**src/rtl/scl_pacer_pkg.sv**
```systemverilog
package scl_pacer_pkg;

  // Phase of the SCL period
  typedef enum logic [1:0] {
    PH_IDLE = 2'd0,
    PH_LOW  = 2'd1,
    PH_WAIT = 2'd2,   // released, waiting to see SCL high
    PH_HIGH = 2'd3
  } pacerPhase_t;

  // Control -> datapath strobes
  typedef struct packed {
    logic latchCfg;    // capture configuration (period start)
    logic startPhase;  // next cycle is cycle 1 of a phase
    logic advance;     // increment the phase cycle index
    logic selHigh;     // compare against the high-phase length
  } pacerCmd_t;

  // Datapath -> control status
  typedef struct packed {
    logic lastCycle;
    logic midCycle;
  } pacerStat_t;

endpackage

```
**src/rtl/scl_pacer_filter.sv**
```systemverilog
module scl_pacer_filter #(
  parameter int SEL_W       = 3,
  parameter int SYNC_STAGES = 2,
  parameter bit IDLE_LEVEL  = 1'b1
) (
  input  logic             clk,
  input  logic             rstN,
  input  logic             rawIn,
  input  logic [SEL_W-1:0] filtSel,
  output logic             filtOut
);

  logic [SYNC_STAGES-1:0] syncQ;
  logic                   syncLvl;
  logic [SEL_W-1:0]       runLen;
  logic                   filtQ;

  always_ff @(posedge clk) begin
    if (!rstN) syncQ <= {SYNC_STAGES{IDLE_LEVEL}};
    else       syncQ <= {syncQ[SYNC_STAGES-2:0], rawIn};
  end

  assign syncLvl = syncQ[SYNC_STAGES-1];

  // Output follows only after the new level was seen filtSel+1 cycles in a row
  always_ff @(posedge clk) begin
    if (!rstN) begin
      runLen <= '0;
      filtQ  <= IDLE_LEVEL;
    end else if (syncLvl == filtQ) begin
      runLen <= '0;
    end else if (runLen == filtSel) begin
      filtQ  <= syncLvl;
      runLen <= '0;
    end else begin
      runLen <= runLen + SEL_W'(1);
    end
  end

  assign filtOut = filtQ;

  // the filtered level only ever moves to a level the synchronizer presented
  a_r11_follows_sync: assert property (@(posedge clk) disable iff (!rstN)
    !$stable(filtQ) |-> ($past(syncLvl) == filtQ));

  // with filtering off, any disagreement is resolved in one cycle
  a_r11_bypass_fast: assert property (@(posedge clk) disable iff (!rstN)
    (filtSel == '0 && syncLvl != filtQ) |=> (filtQ == $past(syncLvl)));

endmodule

```
**src/rtl/scl_pacer_dp.sv**
```systemverilog
module scl_pacer_dp
  import scl_pacer_pkg::*;
#(
  parameter int DIV_W       = 12,
  parameter int SEL_W       = 3,
  parameter int HIGH_LAT    = 15,
  parameter int SYNC_STAGES = 2
) (
  input  logic             clk,
  input  logic             rstN,
  input  logic [DIV_W-1:0] divMain,
  input  logic [DIV_W-1:0] lowCount,
  input  logic             splitEn,
  input  logic [SEL_W-1:0] sdaSel,
  input  logic [SEL_W-1:0] sclSel,
  input  logic             sdaIn,
  input  logic             sclIn,
  input  pacerCmd_t        cmd,
  output pacerStat_t       stat,
  output logic             sdaFilt,
  output logic             sclFilt
);

  localparam int LEN_W = DIV_W + 1;   // 2 x divider
  localparam int CNT_W = DIV_W + 2;   // 2 x divider + latency
  localparam int NPIN  = 2;

  // ---------------- input conditioning ----------------
  logic [NPIN-1:0]       rawBus;
  logic [NPIN-1:0]       filtBus;
  logic [NPIN*SEL_W-1:0] selBus;

  assign rawBus = {sclIn, sdaIn};
  assign selBus = {sclSel, sdaSel};

  for (genvar g = 0; g < NPIN; g++) begin : g_pin
    scl_pacer_filter #(
      .SEL_W      (SEL_W),
      .SYNC_STAGES(SYNC_STAGES),
      .IDLE_LEVEL (1'b1)
    ) u_filt (
      .clk    (clk),
      .rstN   (rstN),
      .rawIn  (rawBus[g]),
      .filtSel(selBus[g*SEL_W +: SEL_W]),
      .filtOut(filtBus[g])
    );
  end

  assign sdaFilt = filtBus[0];
  assign sclFilt = filtBus[1];

  // ---------------- configuration capture ----------------
  logic [DIV_W-1:0] cfgDiv;
  logic [DIV_W-1:0] cfgLow;
  logic             cfgSplit;

  always_ff @(posedge clk) begin
    if (!rstN) begin
      cfgDiv   <= DIV_W'(1);
      cfgLow   <= DIV_W'(1);
      cfgSplit <= 1'b0;
    end else if (cmd.latchCfg) begin
      cfgDiv   <= divMain;
      cfgLow   <= lowCount;
      cfgSplit <= splitEn;
    end
  end

  // ---------------- phase lengths ----------------
  logic [DIV_W-1:0] divEff;
  logic [DIV_W-1:0] lowEff;
  logic [LEN_W-1:0] lowLen;
  logic [LEN_W-1:0] hiCore;
  logic [CNT_W-1:0] hiTot;
  logic [CNT_W-1:0] phaseLen;
  logic [CNT_W-1:0] phaseMid;

  always_comb begin
    divEff   = (cfgDiv == '0) ? DIV_W'(1) : cfgDiv;
    lowEff   = (cfgLow == '0) ? DIV_W'(1) : cfgLow;
    lowLen   = cfgSplit ? {1'b0, lowEff} : {divEff, 1'b0};
    hiCore   = cfgSplit ? {1'b0, divEff} : {divEff, 1'b0};
    hiTot    = {1'b0, hiCore} + CNT_W'(HIGH_LAT);
    phaseLen = cmd.selHigh ? hiTot : {1'b0, lowLen};
    phaseMid = (phaseLen >> 1) + CNT_W'(1);
  end

  // ---------------- phase cycle index (1-based) ----------------
  logic [CNT_W-1:0] cnt;

  always_ff @(posedge clk) begin
    if (!rstN)               cnt <= CNT_W'(1);
    else if (cmd.startPhase) cnt <= CNT_W'(1);
    else if (cmd.advance)    cnt <= cnt + CNT_W'(1);
  end

  assign stat.lastCycle = (cnt == phaseLen);
  assign stat.midCycle  = (cnt == phaseMid);

  // captured configuration only moves at a period start
  a_r10_cfg_frozen: assert property (@(posedge clk) disable iff (!rstN)
    !cmd.latchCfg |=> ($stable(cfgDiv) && $stable(cfgLow) && $stable(cfgSplit)));

  // the cycle index never runs past the phase it is timing
  a_r2_cnt_in_range: assert property (@(posedge clk) disable iff (!rstN)
    (cnt >= CNT_W'(1)) && (cnt <= phaseLen));

  // every phase length is at least one cycle
  a_r6_len_floor: assert property (@(posedge clk) disable iff (!rstN)
    (lowLen != '0) && (hiTot > CNT_W'(HIGH_LAT)));

endmodule

```
**src/rtl/scl_pacer_ctrl.sv**
```systemverilog
module scl_pacer_ctrl
  import scl_pacer_pkg::*;
(
  input  logic       clk,
  input  logic       rstN,
  input  logic       run,
  input  logic       sclSeen,
  input  pacerStat_t stat,
  output pacerCmd_t  cmd,
  output logic       sclDriveLow,
  output logic       launchStb,
  output logic       sampleStb
);

  pacerPhase_t state;
  pacerPhase_t nxt;
  logic        periodEnd;

  always_comb begin
    nxt         = state;
    cmd         = '0;
    periodEnd   = 1'b0;
    cmd.selHigh = (state == PH_WAIT) || (state == PH_HIGH);
    unique case (state)
      PH_IDLE: begin
        if (run) begin
          nxt            = PH_LOW;
          cmd.latchCfg   = 1'b1;
          cmd.startPhase = 1'b1;
        end
      end
      PH_LOW: begin
        if (stat.lastCycle) begin
          nxt            = PH_WAIT;
          cmd.startPhase = 1'b1;
        end else begin
          cmd.advance = 1'b1;
        end
      end
      PH_WAIT: begin
        // index stays at 1 until SCL is seen high; that cycle is cycle 1
        if (sclSeen) begin
          if (stat.lastCycle) begin
            periodEnd = 1'b1;
          end else begin
            nxt         = PH_HIGH;
            cmd.advance = 1'b1;
          end
        end
      end
      PH_HIGH: begin
        if (stat.lastCycle) periodEnd = 1'b1;
        else                cmd.advance = 1'b1;
      end
      default: nxt = PH_IDLE;
    endcase
    if (periodEnd) begin
      cmd.startPhase = 1'b1;
      if (run) begin
        nxt          = PH_LOW;
        cmd.latchCfg = 1'b1;
      end else begin
        nxt = PH_IDLE;
      end
    end
  end

  always_ff @(posedge clk) begin
    if (!rstN) state <= PH_IDLE;
    else       state <= nxt;
  end

  assign sclDriveLow = (state == PH_LOW);
  assign launchStb   = (state == PH_LOW) && stat.midCycle;
  assign sampleStb   = (((state == PH_WAIT) && sclSeen) || (state == PH_HIGH)) && stat.midCycle;

  // while the line is still seen low after release, keep waiting released
  a_r8_stretch_wait: assert property (@(posedge clk) disable iff (!rstN)
    (state == PH_WAIT && !sclSeen) |=> (state == PH_WAIT));

  // the low phase is never cut short
  a_r2_low_not_cut: assert property (@(posedge clk) disable iff (!rstN)
    (state == PH_LOW && !stat.lastCycle) |=> (state == PH_LOW));

  // strobes last exactly one cycle
  a_r9_launch_single: assert property (@(posedge clk) disable iff (!rstN)
    launchStb |=> !launchStb);
  a_r9_sample_single: assert property (@(posedge clk) disable iff (!rstN)
    sampleStb |=> !sampleStb);

  // idle persists while run is low
  a_r1_idle_holds: assert property (@(posedge clk) disable iff (!rstN)
    (state == PH_IDLE && !run) |=> (state == PH_IDLE && !sclDriveLow));

  // a period always ends through the high phase before going idle
  a_r12_stop_after_high: assert property (@(posedge clk) disable iff (!rstN)
    (state == PH_IDLE && $past(state) != PH_IDLE) |-> ($past(state) == PH_HIGH || $past(state) == PH_WAIT));

endmodule

```
**src/rtl/scl_pacer.sv**
```systemverilog
module scl_pacer
  import scl_pacer_pkg::*;
#(
  parameter int DIV_W       = 12,
  parameter int SEL_W       = 3,
  parameter int HIGH_LAT    = 15,
  parameter int SYNC_STAGES = 2
) (
  input  logic             clk,
  input  logic             rstN,
  input  logic             run,
  input  logic [DIV_W-1:0] divMain,
  input  logic [DIV_W-1:0] lowCount,
  input  logic             splitEn,
  input  logic [SEL_W-1:0] sdaFiltSel,
  input  logic [SEL_W-1:0] sclFiltSel,
  input  logic             sdaIn,
  input  logic             sclIn,
  output logic             sclDriveLow,
  output logic             sdaSample,
  output logic             sclSample,
  output logic             launchStb,
  output logic             sampleStb
);

  pacerCmd_t  cmd;
  pacerStat_t stat;
  logic       sclFilt;
  logic       sdaFilt;

  scl_pacer_dp #(
    .DIV_W      (DIV_W),
    .SEL_W      (SEL_W),
    .HIGH_LAT   (HIGH_LAT),
    .SYNC_STAGES(SYNC_STAGES)
  ) u_dp (
    .clk     (clk),
    .rstN    (rstN),
    .divMain (divMain),
    .lowCount(lowCount),
    .splitEn (splitEn),
    .sdaSel  (sdaFiltSel),
    .sclSel  (sclFiltSel),
    .sdaIn   (sdaIn),
    .sclIn   (sclIn),
    .cmd     (cmd),
    .stat    (stat),
    .sdaFilt (sdaFilt),
    .sclFilt (sclFilt)
  );

  scl_pacer_ctrl u_ctrl (
    .clk        (clk),
    .rstN       (rstN),
    .run        (run),
    .sclSeen    (sclFilt),
    .stat       (stat),
    .cmd        (cmd),
    .sclDriveLow(sclDriveLow),
    .launchStb  (launchStb),
    .sampleStb  (sampleStb)
  );

  assign sdaSample = sdaFilt;
  assign sclSample = sclFilt;

endmodule

```
**config.mk**
```make
export PLATFORM = sky130hd
export DESIGN_NAME = scl_pacer
export DESIGN_NICKNAME = d
export VERILOG_FILES = /design/src/rtl/scl_pacer_pkg.sv /design/src/rtl/scl_pacer_filter.sv /design/src/rtl/scl_pacer_dp.sv /design/src/rtl/scl_pacer_ctrl.sv /design/src/rtl/scl_pacer.sv
export SDC_FILE = /design/constraint.sdc
export NUM_CORES = 1
export LEC_CHECK = 0
export BUFFER_PORTS_ARGS = -buffer_cell sky130_fd_sc_hd__buf_2
export CORE_MARGIN = 3
export CORE_UTILIZATION = 52
export CTS_CLUSTER_DIAMETER = 120
export CTS_CLUSTER_SIZE = 10
export DETAILED_ROUTE_END_ITERATION = 16
export PLACE_DENSITY = 0.74
export SLEW_MARGIN = 10
export SYNTH_ARGS = -nofsm -noshare
export SYNTH_HDL_FRONTEND = slang
export SYNTH_SLANG_ARGS = --single-unit
```
**constraint.sdc**
```tcl
create_clock -name clk -period 4.6 [get_ports clk]
set_input_delay 0.46 -clock clk [delete_from_list [all_inputs] [get_ports clk]]
set_output_delay 0.46 -clock clk [all_outputs]
set_load 0.02 [all_outputs]
```
# --- Yosys cells after proc, flatten, opt, wreduce, memory -nomap -nowiden ---
# Index checks and enable logic that the tools add are counted.
classes:
  addsub: 5
  eq_ne: 13
  n_mux: 23
  bitwise_logic: 3
  reduce_logical: 16
op_table:
  columns: ["op", "n"]
  rows:
  - ["14-bit == test", 2]
  - ["13-bit two-way mux", 2]
  - ["12-bit logical NOT", 2]
  - ["12-bit two-way mux", 2]
  - ["13-bit by 1-bit adder with 14-bit output, second input constant", 1]
  - ["13-bit by 4-bit adder with 14-bit output, second input constant", 1]
  - ["14-bit by 1-bit adder with 14-bit output, second input constant", 1]
  - ["14-bit two-way mux", 1]
  - ["2-bit two-way mux", 7]
  - ["3-bit by 2-bit inequality test with 1-bit output, second input constant", 3]
  - ["1-bit two-way mux", 7]
  - ["3-bit by 1-bit adder with 3-bit output, second input constant", 2]
  - ["3-bit == test", 2]
  - ["1-bit one-hot mux with 2 select lines", 3]
  - ["2-bit one-hot mux with 3 select lines", 1]
  - ["3-bit OR reduction", 2]
  - ["5-bit AND reduction", 1]
  - ["2-bit == test, second input constant", 2]
  - ["2-bit AND reduction", 2]
  - ["4-bit nonzero test", 1]
  - ["2-bit OR reduction", 2]
  - ["1-bit logical AND", 3]
  - ["3-bit by 1-bit inequality test with 1-bit output, second input constant", 1]
  - ["1-bit inverter", 3]
  - ["other kinds (4)", 6]
word_totals:
  reg_bits: 53
  out_inout_bits: 5
  word_cells: 71

# --- Longest topological paths before layout ---
# Gate-level depths: netlist of the first run.
depth:
  ltp_word: 11
  depth_mapped: 19
  ltp_nobuf: 15

# --- Modules after synthesis ---
# A second synthesis of the first run with hierarchy kept.
unflattened:
  hier_cells: 457
  area_unflattened_um2: 3958.8
modules_own_cells:
  columns: ["module", "n_inst", "cells_per_inst", "area_per_inst_um2", "seq_area_each_um2"]
  rows:
  - ["scl_pacer_dp", 1, 373, 3160.5, 780.7]
  - ["scl_pacer_filter", 2, 22, 244.0, 120.1]
  - ["scl_pacer_ctrl", 1, 40, 310.3, 40.0]

# --- Worst setup path after synthesis of the first run ---
# Ideal clock, no wire load.
synth_timing:
  kind: "reg-to-output"
  startpoint: "register u_dp.cfgDiv[1]"
  endpoint: "output port sampleStb"
  arrival_time_ns: 3.989
  required_ns: 4.140
  setup_slack_ns: 0.151
  path_stages_with_launch: 16
  path_cell_list: "dfxtp_1 > clkbuf_8 > nor3_1 > a41o_1 > mux2i_1 > ha_1 > and2b_2 > a311oi_2 > o311ai_1 > or2_2 > or3_1 > clkbuf_1 > nor4bb_1 > mux2i_1 > o2111a_1 > and3b_1"
synth_between:
  elab_chain_len: 8
synth_rtl:
  columns: ["item", "line_no", "rtl"]
  rows:
  - ["from (decl)", "scl_pacer_dp.sv:54", "logic [DIV_W-1:0] cfgDiv;"]
  - ["from (signal assigned)", "scl_pacer_dp.sv:64", "cfgDiv <= divMain;"]
  - ["12-bit logical NOT", "scl_pacer_dp.sv:80", "divEff = (cfgDiv == '0) ? DIV_W'(1) : cfgDiv;"]
  - ["12-bit two-way mux *", "scl_pacer_dp.sv:80", null]
  - ["13-bit two-way mux", "scl_pacer_dp.sv:83", "hiCore = cfgSplit ? {1'b0, divEff} : {divEff, 1'b0};"]
  - ["13-bit by 4-bit adder with 14-bit output", "scl_pacer_dp.sv:84", "hiTot = {1'b0, hiCore} + CNT_W'(HIGH_LAT);"]
  - ["14-bit two-way mux *", "scl_pacer_dp.sv:85", "phaseLen = cmd.selHigh ? hiTot : {1'b0, lowLen};"]
  - ["13-bit by 1-bit adder with 14-bit output *", "scl_pacer_dp.sv:86", "phaseMid = (phaseLen >> 1) + CNT_W'(1);"]
  - ["14-bit == test *", "scl_pacer_dp.sv:99", "assign stat.midCycle = (cnt == phaseMid);"]
  - ["1-bit logical AND *", "scl_pacer_ctrl.sv:75", "assign sampleStb = (((state == PH_WAIT) && sclSeen) || (state == PH_HIGH)) && stat.midCycle;"]
  - ["to (decl)", "scl_pacer.sv:23", "output logic sampleStb"]
# Every way passes the cells marked *; elsewhere a longest branch is shown, timed or not.

# --- Final worst setup path of the first run ---
layout_timing:
  startpoint: "register u_dp.cfgDiv[9]"
  endpoint: "output port sampleStb"
# Same word-level chain as after synthesis.

==> results.json, run 1 <==
{
  "finish.instance_area_mm2": 0.00485,
  "max_freq_mhz": 223,
  "drc": 0,
  "yosys_warnings": 0,
  "grt_pass1_vias": 3748,
  "critPathCaptureType": "output pin",
  "syn_nets": 570,
  "timing.hold.ws_ns": 0.333,
  "row_count": 33,
  "netlist_instances": 524,
  "synth-edff-count": 0,
  "report.final.slew_viol_count": 0,
  "antenna_found_initial": 0,
  "multi_input_area_mm2": 0.00311,
  "min_path_type": "input port to flop",
  "grt_start_max_net_pins": 38,
  "drt_iter0_markers": 310,
  "synth-main-ff-cell": "dfxtp_1",
  "cts_tree": "yes",
  "cts_sinks": 53,
  "start_util_pct": 53.9,
  "fp.dieW_um": 98.6,
  "antenna_cells": 0,
  "finClkSkew_ns": 0.0168,
  "dp_hpwl_mm": 8.24,
  "clk_latency_ns": 0.31,
  "nFillCells": 750,
  "grt-busiest-layer": "met2",
  "portBuffers": 40,
  "nNetsFinal": 601,
  "seq_area_mm2": 0.00107,
  "maxCapViolCount": 0,
  "dpl_cell_area_mm2": 0.00456,
  "setup_viol": 0,
  "cts_htree_levels": 2,
  "grt_pass1_wl_mm": 18.2,
  "synth.avg_cell_area_um2": 8.50,
  "grt_overflow": 0,
  "drive_gt1_share_pct": 22.8,
  "power_density_mw_per_mm2": 384,
  "startpoint": "u_dp.cfgDiv[9]$_SDFFE_PN0P_",
  "final_cell_mix": "nand2_1 (48), dfxtp_1 (47), mux2i_1 (39), buf_2 (38), nor2b_1 (28)",
  "yosysUniqueCellTypes": 86,
  "crit_arrival_ns": 4.03,
  "cts_root_buf": "clkbuf_8",
  "drtAntennaViolNets": 0,
  "gr-usage-all-layers_pct": 22.5,
  "routedWlPerCell_um": 16.8,
  "finalHoldViolCount": 0,
  "p_leak_nw": 1.85,
  "synth_area_mm2": 0.00445,
  "routed_via_density": 6.17,
  "r2r-start": "u_dp.cfgDiv[9]$_SDFFE_PN0P_",
  "area_delta_synth_final_pct": 8.88,
  "clkSlewWorstSetupHoldPaths_ns": 0.09,
  "postSynthRegisterBits": 53,
  "die_y_um": 98.6,
  "run_status": "complete, no violations",
  "final_common_cell": "nand2_1",
  "finalCritPeriodShare_pct": 97.6,
  "async_flop_share_pct": 0,
  "grt_setup_unrepaired": "true",
  "finalWeightedCongestion": 0.940,
  "hold_start": "sdaIn",
  "final_util_pct": 58.7,
  "firstDrtPassIters": 5,
  "cp_max_fo": 7,
  "dr_total_vias": 4080,
  "required_ns": 4.14,
  "met2_usage_pct": 37.1,
  "use_met3_pct": 4.74,
  "pin_count": 41,
  "use_met1_pct": 29.9,
  "routed_wirelength_mm": 11.1,
  "clockBufferDepth": 2,
  "critPathLaunchType": "flop",
  "period_minus_slack_ns": 4.49,
  "crit_type": "flop to output pin",
  "coreArea_mm2": 0.00826,
  "cts_buffers": 5,
  "worst_pin_slew_ns": 0.783,
  "relSlewSlack_pct": 47.8,
  "dieArea_mm2": 0.00971,
  "vdd_drop_max_mv": 0.268,
  "seq_area_frac_synth_pct": 23.8
}
-- layer usage --
| metal | wire length (um) | up-vias |
|---|---|---|
| li1 | - | 1983 |
| met1 | 4940 | 1946 |
| met2 | 5350 | 127 |
| met3 | 646 | 24 |
| met4 | 196 | 0 |
| met5 | 0 | - |
-- critical path, stage by stage, from the launching register on --
cell      delay (ns)
dfxtp_4         0.37
nor4_4          0.30
a41o_1          0.24
mux2i_1         0.09
ha_2            0.22
and2b_2         0.24
a2111o_1        0.42
or3_4           0.35
a21oi_4         0.27
buf_6           0.14
nor4_1          0.05
a211o_1         0.29
a31o_2          0.25
o2111a_1        0.16
and3b_1         0.18
buf_4           0.15
-- power by group --
group          leakage, nW  switching [mW]  total [mW]  internal (mW)
Combinational         1.36           0.579        1.01          0.428
Clock               0.0512           0.157       0.279          0.122
Sequential           0.435          0.0665       0.574          0.508
-- flip-flops by register name (all words and copies together) (netlist names) --
signal	flops
u_dp.g_pin.u_filt.syncQ	4
u_dp.cnt	14
u_ctrl.state	2
u_dp.cfgDiv	12
u_dp.cfgLow	12
u_dp.g_pin.u_filt.filtOut	2
u_dp.cfgSplit	1
u_dp.g_pin.u_filt.runLen	6
-- Yosys cell counts, types with 5 or more instances --
cell type	instances	share of area [%]
or3_1	12	1.7
a21oi_1	26	2.9
nor4_1	8	1.1
nand2_1	48	4.0
dfxtp_1	53	24
inv_1	16	1.3
buf_6	10	2.5
o21ai_0	16	1.8
a211oi_1	8	1.3
nor3_1	18	2.0
nand4_1	5	0.70
xor2_1	12	2.4
xnor2_1	17	3.3
nor2_1	21	1.8
mux2i_1	39	8.8
o31ai_1	7	1.2
ha_1	10	2.8
o21a_1	6	1.0
nand2b_1	6	0.84
nor2b_1	28	3.9
nor3b_1	7	1.2
clkbuf_8	5	1.5
clkbuf_1	13	1.1
or4_1	8	1.3
o211ai_1	6	1.0
nand3_1	15	1.7
-- cell type report --
class | count | area share (%)
tap | 105 | 2.71
sequential | 53 | 22.1
clock inverter | 2 | 0.284
multi-input combinational | 417 | 64.2
inverter | 16 | 1.24
timing repair buffer | 62 | 7.79
clock buffer | 6 | 1.70
-- stage by stage --
step | worst slack [ns] | power, mW | TNS (ns) | std cells
final | 0.110 | 1.86 | 0 | 661
after floorplan | 0.151 | 1.35 | 0 | 524
after global routing | -0.0484 | 1.99 | -0.0857 | 661
after CTS | 0.0110 | 1.79 | 0 | 654
after global placement | 0.200 | 1.49 | 0 | 646
after detailed placement | 0.184 | 1.51 | 0 | 646
-- timing repair --
action,4_1_cts,5_1_grt
pin swaps,1,10
resized for setup,6,27
endpoints found under the setup margin,2,2
setup buffers,0,7
hold buffers,0,0
-- worst paths after layout --
path	endpoint	slack, ns	cells after the start
worst max-delay path	sampleStb	0.11	15
worst min-delay path	u_dp.g_pin[0].u_filt.syncQ[0]$_SDFF_PN1_	0.33	2
worst max register to register	u_dp.cnt[11]$_SDFFE_PP0P_	0.38	14
worst min register to register	u_dp.g_pin[0].u_filt.syncQ[1]$_SDFF_PN1_	0.42	1
-- cell families (layout without fill, tap and decap cells) --
kind of cell	count (synthesis)	count (layout)	synth area share, %
AO/OA/AOI/OAI	126	126	22.6
XOR/XNOR	29	29	5.70
adder cells (fa/ha/maj)	10	10	2.81
buffers and inverters	54	86	8.93
flip-flops	53	53	23.8
multiplexers	41	41	9.27
AND/OR/NAND/NOR	211	211	26.8
Note: power is estimated with default switching activity, not from simulation.
==> inputs of run 2 (changes only) <==
CORE_ASPECT_RATIO = 2   (was default)
SLEW_MARGIN = 20   (was 10)
==> results.json, run 2 (synthesis gave the netlist of run 1 again) <==
{
  "grt_pass1_vias": 3902,
  "nNetsFinal": 597,
  "timing.hold.ws_ns": 0.357,
  "antenna_cells": 0,
  "clockBufferDepth": 2,
  "clkSlewWorstSetupHoldPaths_ns": 0.07,
  "die_y_um": 137,
  "grt_overflow": 0,
  "report.final.slew_viol_count": 0,
  "coreArea_mm2": 0.00829,
  "cts_buffers": 5,
  "required_ns": 4.14,
  "dieArea_mm2": 0.00978,
  "met2_usage_pct": 43.8,
  "crit_type": "flop to output pin",
  "antenna_found_initial": 0,
  "final_cell_mix": "dfxtp_1 (50), nand2_1 (48), buf_2 (40), mux2i_1 (38), nor2b_1 (28)",
  "final_util_pct": 58.2,
  "worst_pin_slew_ns": 0.757,
  "maxCapViolCount": 0,
  "crit_arrival_ns": 3.97,
  "area_delta_synth_final_pct": 8.43,
  "gr-usage-all-layers_pct": 24.3,
  "start_util_pct": 53.7,
  "nFillCells": 743,
  "finalHoldViolCount": 0,
  "largestRegisters": "u_dp.cnt: 14 flops, u_dp.cfgDiv: 12 flops, u_dp.cfgLow: 12 flops",
  "cts_setup_buffers": 0,
  "top_register": "u_dp.cnt",
  "largest_reg_flops": 14,
  "relSlewSlack_pct": 49.5,
  "drtAntennaViolNets": 0,
  "vdd_drop_max_mv": 0.344,
  "placed_cells": 642,
  "max_freq_mhz": 226,
  "cts_htree_levels": 2,
  "grt-busiest-layer": "met2",
  "fp.dieW_um": 71.4,
  "grt_start_max_net_pins": 38,
  "drive_gt1_share_pct": 21.2,
  "use_met3_pct": 3.31,
  "use_met1_pct": 25.0,
  "routed_via_density": 6.22,
  "final_cells": 650,
  "grt_pass1_wl_mm": 18.9,
  "power_density_mw_per_mm2": 400,
  "routed_wirelength_mm": 11.8,
  "setup_viol": 0,
  "run_status": "complete, no violations",
  "finalCritPeriodShare_pct": 96.3,
  "critPathCaptureType": "output pin",
  "clk_latency_ns": 0.30,
  "cts_root_buf": "clkbuf_16",
  "drc": 0,
  "p_leak_nw": 1.83,
  "finalWeightedCongestion": 0.938,
  "min_path_type": "input port to flop",
  "firstDrtPassIters": 4,
  "row_count": 47,
  "routedWlPerCell_um": 18.2,
  "period_minus_slack_ns": 4.43,
  "drt_iter0_markers": 275,
  "dpl_cell_area_mm2": 0.00458,
  "finish.instance_area_mm2": 0.00483,
  "cts_tree": "yes",
  "fin_tns_setup_ns": 0,
  "portBuffers": 40,
  "finClkSkew_ns": 0.00947,
  "cts_sinks": 53,
  "pin_count": 41,
  "dp_hpwl_mm": 9.27,
  "dr_total_vias": 4040,
  "final_common_cell": "dfxtp_1",
  "cp_max_fo": 6,
  "critPathLaunchType": "flop"
}
run 2: cell types whose count changed in the layout (fill, tap and decap cells not counted), sizes merged:
cell,before,now
clkinv,2,1
inv,16,17
buf,62,58
run 2: power breakdown:
part           switching (mW)  total, mW  internal (mW)  leakage (nW)
clock                   0.168      0.371          0.203        0.0712
combinational           0.574      0.989          0.415          1.33
sequential             0.0666      0.573          0.507         0.434
run 2: path summary, 6_finish.rpt:
path | cells after the start | slack (ns) | endpoint | from
min | 2 | 0.36 | u_dp.g_pin[1].u_filt.syncQ[0]$_SDFF_PN1_ | sclIn
min reg2reg | 1 | 0.42 | u_dp.g_pin[1].u_filt.syncQ[1]$_SDFF_PN1_ | u_dp.g_pin[1].u_filt.syncQ[0]$_SDFF_PN1_
max reg2reg | 11 | 0.38 | u_dp.cnt[2]$_SDFFE_PP0P_ | u_ctrl.state[0]$_SDFFE_PN0P_
max | 14 | 0.17 | sampleStb | u_dp.cfgDiv[10]$_SDFFE_PN0P_
run 2: worst max-delay path, cell delays in order (launching register included):
cell      delay (ns)
dfxtp_1         0.33
nor4_4          0.31
a41o_1          0.25
nand2_1         0.08
ha_2            0.22
and2b_2         0.23
a311oi_2        0.30
o311ai_2        0.16
or2_2           0.34
or3_4           0.39
nor4bb_4        0.31
mux2i_1         0.21
o2111a_1        0.22
and3b_1         0.17
buf_2           0.16
run 2: layout make-up:
cell class / count / area [um2] / area share (%)
Tap cell: 98 / 123 / 2.54
Clock buffer: 6 / 129 / 2.67
Multi-Input combinational cell: 417 / 3100 / 64.3
Timing Repair Buffer: 58 / 335 / 6.94
Sequential cell: 53 / 1060 / 22.0
Clock inverter: 2 / 13.8 / 0.285
Inverter: 16 / 60.1 / 1.24
run 2: metal layers:
metal	wire length (um)	up-vias	part of all wire, %
li1	-	1976	-
met1	4360	1899	37
met2	6280	117	53
met3	403	48	3.4
met4	801	0	6.8
met5	0	-	0
run 2: timing repair:
item	in CTS	in global routing
pin swaps	0	7
setup endpoints to repair	2	2
resized for setup	6	16
hold buffers	0	0
cloned	0	0
run 2: metrics by stage:
step           setup WS (ns)  total power [mW]
2_1_floorplan          0.151              1.35
3_3_place_gp           0.234              1.50
3_5_place_dp           0.126              1.52
4_1_cts               0.0461              1.90
5_1_grt             -0.00721              2.05
6_report               0.169              1.93
==> inputs of run 3 (changes only) <==
BUFFER_PORTS_ARGS = -buffer_cell sky130_fd_sc_hd__buf_4   (was -buffer_cell sky130_fd_sc_hd__buf_2)
==> results.json, run 3 (synthesis gave the netlist of run 1 again) <==
{
  "run_status": "complete, no violations",
  "combPwrFrac_pct": 50.8,
  "largest_reg_flops": 14,
  "crit_path_end": "sampleStb",
  "largestRegisters": "u_dp.cnt: 14 flops, u_dp.cfgDiv: 12 flops, u_dp.cfgLow: 12 flops",
  "grt_pass1_wl_mm": 19.7,
  "nFillCells": 745,
  "die_y_um": 137,
  "portBuffers": 40,
  "firstDrtPassIters": 5,
  "slowest_stage": "a2111o_1",
  "required_ns": 4.14,
  "holdBufCountCts": 0,
  "finClkSkew_ns": 0.00887,
  "final_common_cell": "buf_4",
  "min_path_type": "input port to flop",
  "finish.instance_area_mm2": 0.00501,
  "clkSlewWorstSetupHoldPaths_ns": 0.07,
  "power_frac_seq_pct": 28.1,
  "r2r-start": "u_dp.cfgDiv[6]$_SDFFE_PN0P_",
  "dpl_cell_area_mm2": 0.00471,
  "gr-usage-all-layers_pct": 25.5,
  "setup_viol": 0,
  "crit_arrival_ns": 3.97,
  "path_cells": "nor4_4 -> a41o_1 -> nand2_1 -> ha_2 -> and2b_2 -> a2111o_1 -> or3_4 -> a21oi_4 -> buf_4 -> o2111a_2 -> xnor2_1 -> nor4_2 -> o2111a_1 -> and3b_1 -> buf_4",
  "drtAntennaViolNets": 0,
  "max_freq_mhz": 225,
  "drt_iter0_markers": 211,
  "routed_via_density": 6.23,
  "p_leak_nw": 1.93,
  "drc": 0,
  "worst_pin_slew_ns": 0.820,
  "dp_worst_setup_slack_ns": 0.215,
  "reg2reg_slack_ns": 0.46,
  "final_util_pct": 60.5,
  "pin_count": 41,
  "period_minus_slack_ns": 4.43,
  "grt_overflow": 0,
  "cpMostUsedCell": "buf_4",
  "vdd_drop_max_mv": 0.372,
  "total_power_mw": 2.02,
  "crit_type": "flop to output pin",
  "finalWeightedCongestion": 0.928,
  "area_delta_synth_final_pct": 12.6,
  "clockBufferDepth": 2,
  "cpPeakStageDelay_ns": 0.47,
  "startpoint": "u_dp.cfgDiv[6]$_SDFFE_PN0P_",
  "critPathLaunchType": "flop",
  "reg2reg_to": "u_dp.cnt[12]$_SDFFE_PP0P_",
  "finalHoldViolCount": 0,
  "cts_tree": "yes",
  "cp_max_fo": 6,
  "cts_sinks": 53,
  "cts_htree_levels": 2,
  "critPathCaptureType": "output pin",
  "coreArea_mm2": 0.00829,
  "grt-busiest-layer": "met2",
  "timing.final.ws_setup_ns": 0.165,
  "relSlewSlack_pct": 44.9,
  "timing.hold.ws_ns": 0.342,
  "clkPwrFrac_pct": 21.1,
  "start_util_pct": 53.7,
  "grt_start_max_net_pins": 38,
  "routedWlPerCell_um": 18.7,
  "cts_buffers": 5,
  "top_register": "u_dp.cnt",
  "grt_pass1_vias": 4042,
  "met2_usage_pct": 47.6,
  "finalCritPeriodShare_pct": 96.4,
  "final_cells": 657,
  "p_sw_mw": 0.825,
  "report.final.slew_viol_count": 0,
  "internal-power_mw": 1.20,
  "maxCapViolCount": 0,
  "dp_hpwl_mm": 9.72,
  "placed_cells": 646,
  "clk_latency_ns": 0.30,
  "row_count": 47,
  "antenna_cells": 0,
  "fp.dieW_um": 71.4,
  "drive_gt1_share_pct": 22.7,
  "cts_root_buf": "clkbuf_16",
  "fin_tns_setup_ns": 0,
  "use_met3_pct": 2.94,
  "use_met1_pct": 25.5,
  "final_cell_mix": "buf_4 (65), nand2_1 (48), dfxtp_1 (48), mux2i_1 (39), nor2b_1 (28)",
  "power_density_mw_per_mm2": 404,
  "p_sw_share_pct": 40.8,
  "nNetsFinal": 604,
  "dr_total_vias": 4094,
  "dieArea_mm2": 0.00978,
  "reg2reg_depth": 15,
  "antenna_found_initial": 0,
  "routed_wirelength_mm": 12.3
}
[run 3: critical path, delay by kind of cell, from the launching register on]
family	cells	cell delay [ns]
AND/OR/NAND/NOR	6	1.38
flip-flops	1	0.34
buffers and inverters	2	0.29
adder cells (fa/ha/maj)	1	0.21
AO/OA/AOI/OAI	5	1.37
XOR/XNOR	1	0.08
[run 3: layout make-up]
class                      instances  area [um2]  share of cell area (%)
inverter                          16        60.1                    1.20
clock inverter                     3        43.8                   0.873
sequential                        53        1070                    21.3
timing repair buffer              65         488                    9.73
multi-input combinational        417        3100                    61.9
clock buffer                       5         125                    2.50
tap                               98         123                    2.45
[run 3: what timing repair did]
item | in CTS | in global routing
setup endpoints to repair | 2 | 2
pin swaps | 1 | 12
buffers inserted | 0 | 3
resized for setup | 3 | 22
[run 3: worst min path at each step]
stage | start | endpoint | slack, ns | depth (start not counted)
2_1_floorplan | u_dp.g_pin[0].u_filt.syncQ[0]$_SDFF_PN1_ | u_dp.g_pin[0].u_filt.syncQ[1]$_SDFF_PN1_ | 0.39 | 1
3_3_place_gp | u_dp.g_pin[1].u_filt.syncQ[0]$_SDFF_PN1_ | u_dp.g_pin[1].u_filt.syncQ[1]$_SDFF_PN1_ | 0.39 | 1
3_5_place_dp | u_dp.g_pin[0].u_filt.syncQ[0]$_SDFF_PN1_ | u_dp.g_pin[0].u_filt.syncQ[1]$_SDFF_PN1_ | 0.40 | 1
4_1_cts | sdaIn | u_dp.g_pin[0].u_filt.syncQ[0]$_SDFF_PN1_ | 0.34 | 2
5_1_grt | sdaIn | u_dp.g_pin[0].u_filt.syncQ[0]$_SDFF_PN1_ | 0.35 | 2
6_report | sdaIn | u_dp.g_pin[0].u_filt.syncQ[0]$_SDFF_PN1_ | 0.34 | 2
[run 3: layer usage]
layer  wire length, um  vias to the layer above
met5                 0                        -
met4               790                        0
met3               369                       44
met2              6680                      119
met1              4480                     1936
li1                  -                     1995
[run 3: power groups by stage]
stage | Combinational [mW] | Sequential, mW | Clock, mW
2_1_floorplan | 0.806 | 0.548 | 0
3_3_place_gp | 0.959 | 0.568 | 0
3_5_place_dp | 0.975 | 0.572 | 0
4_1_cts | 0.988 | 0.564 | 0.435
5_1_grt | 1.12 | 0.573 | 0.449
6_report | 1.03 | 0.568 | 0.428
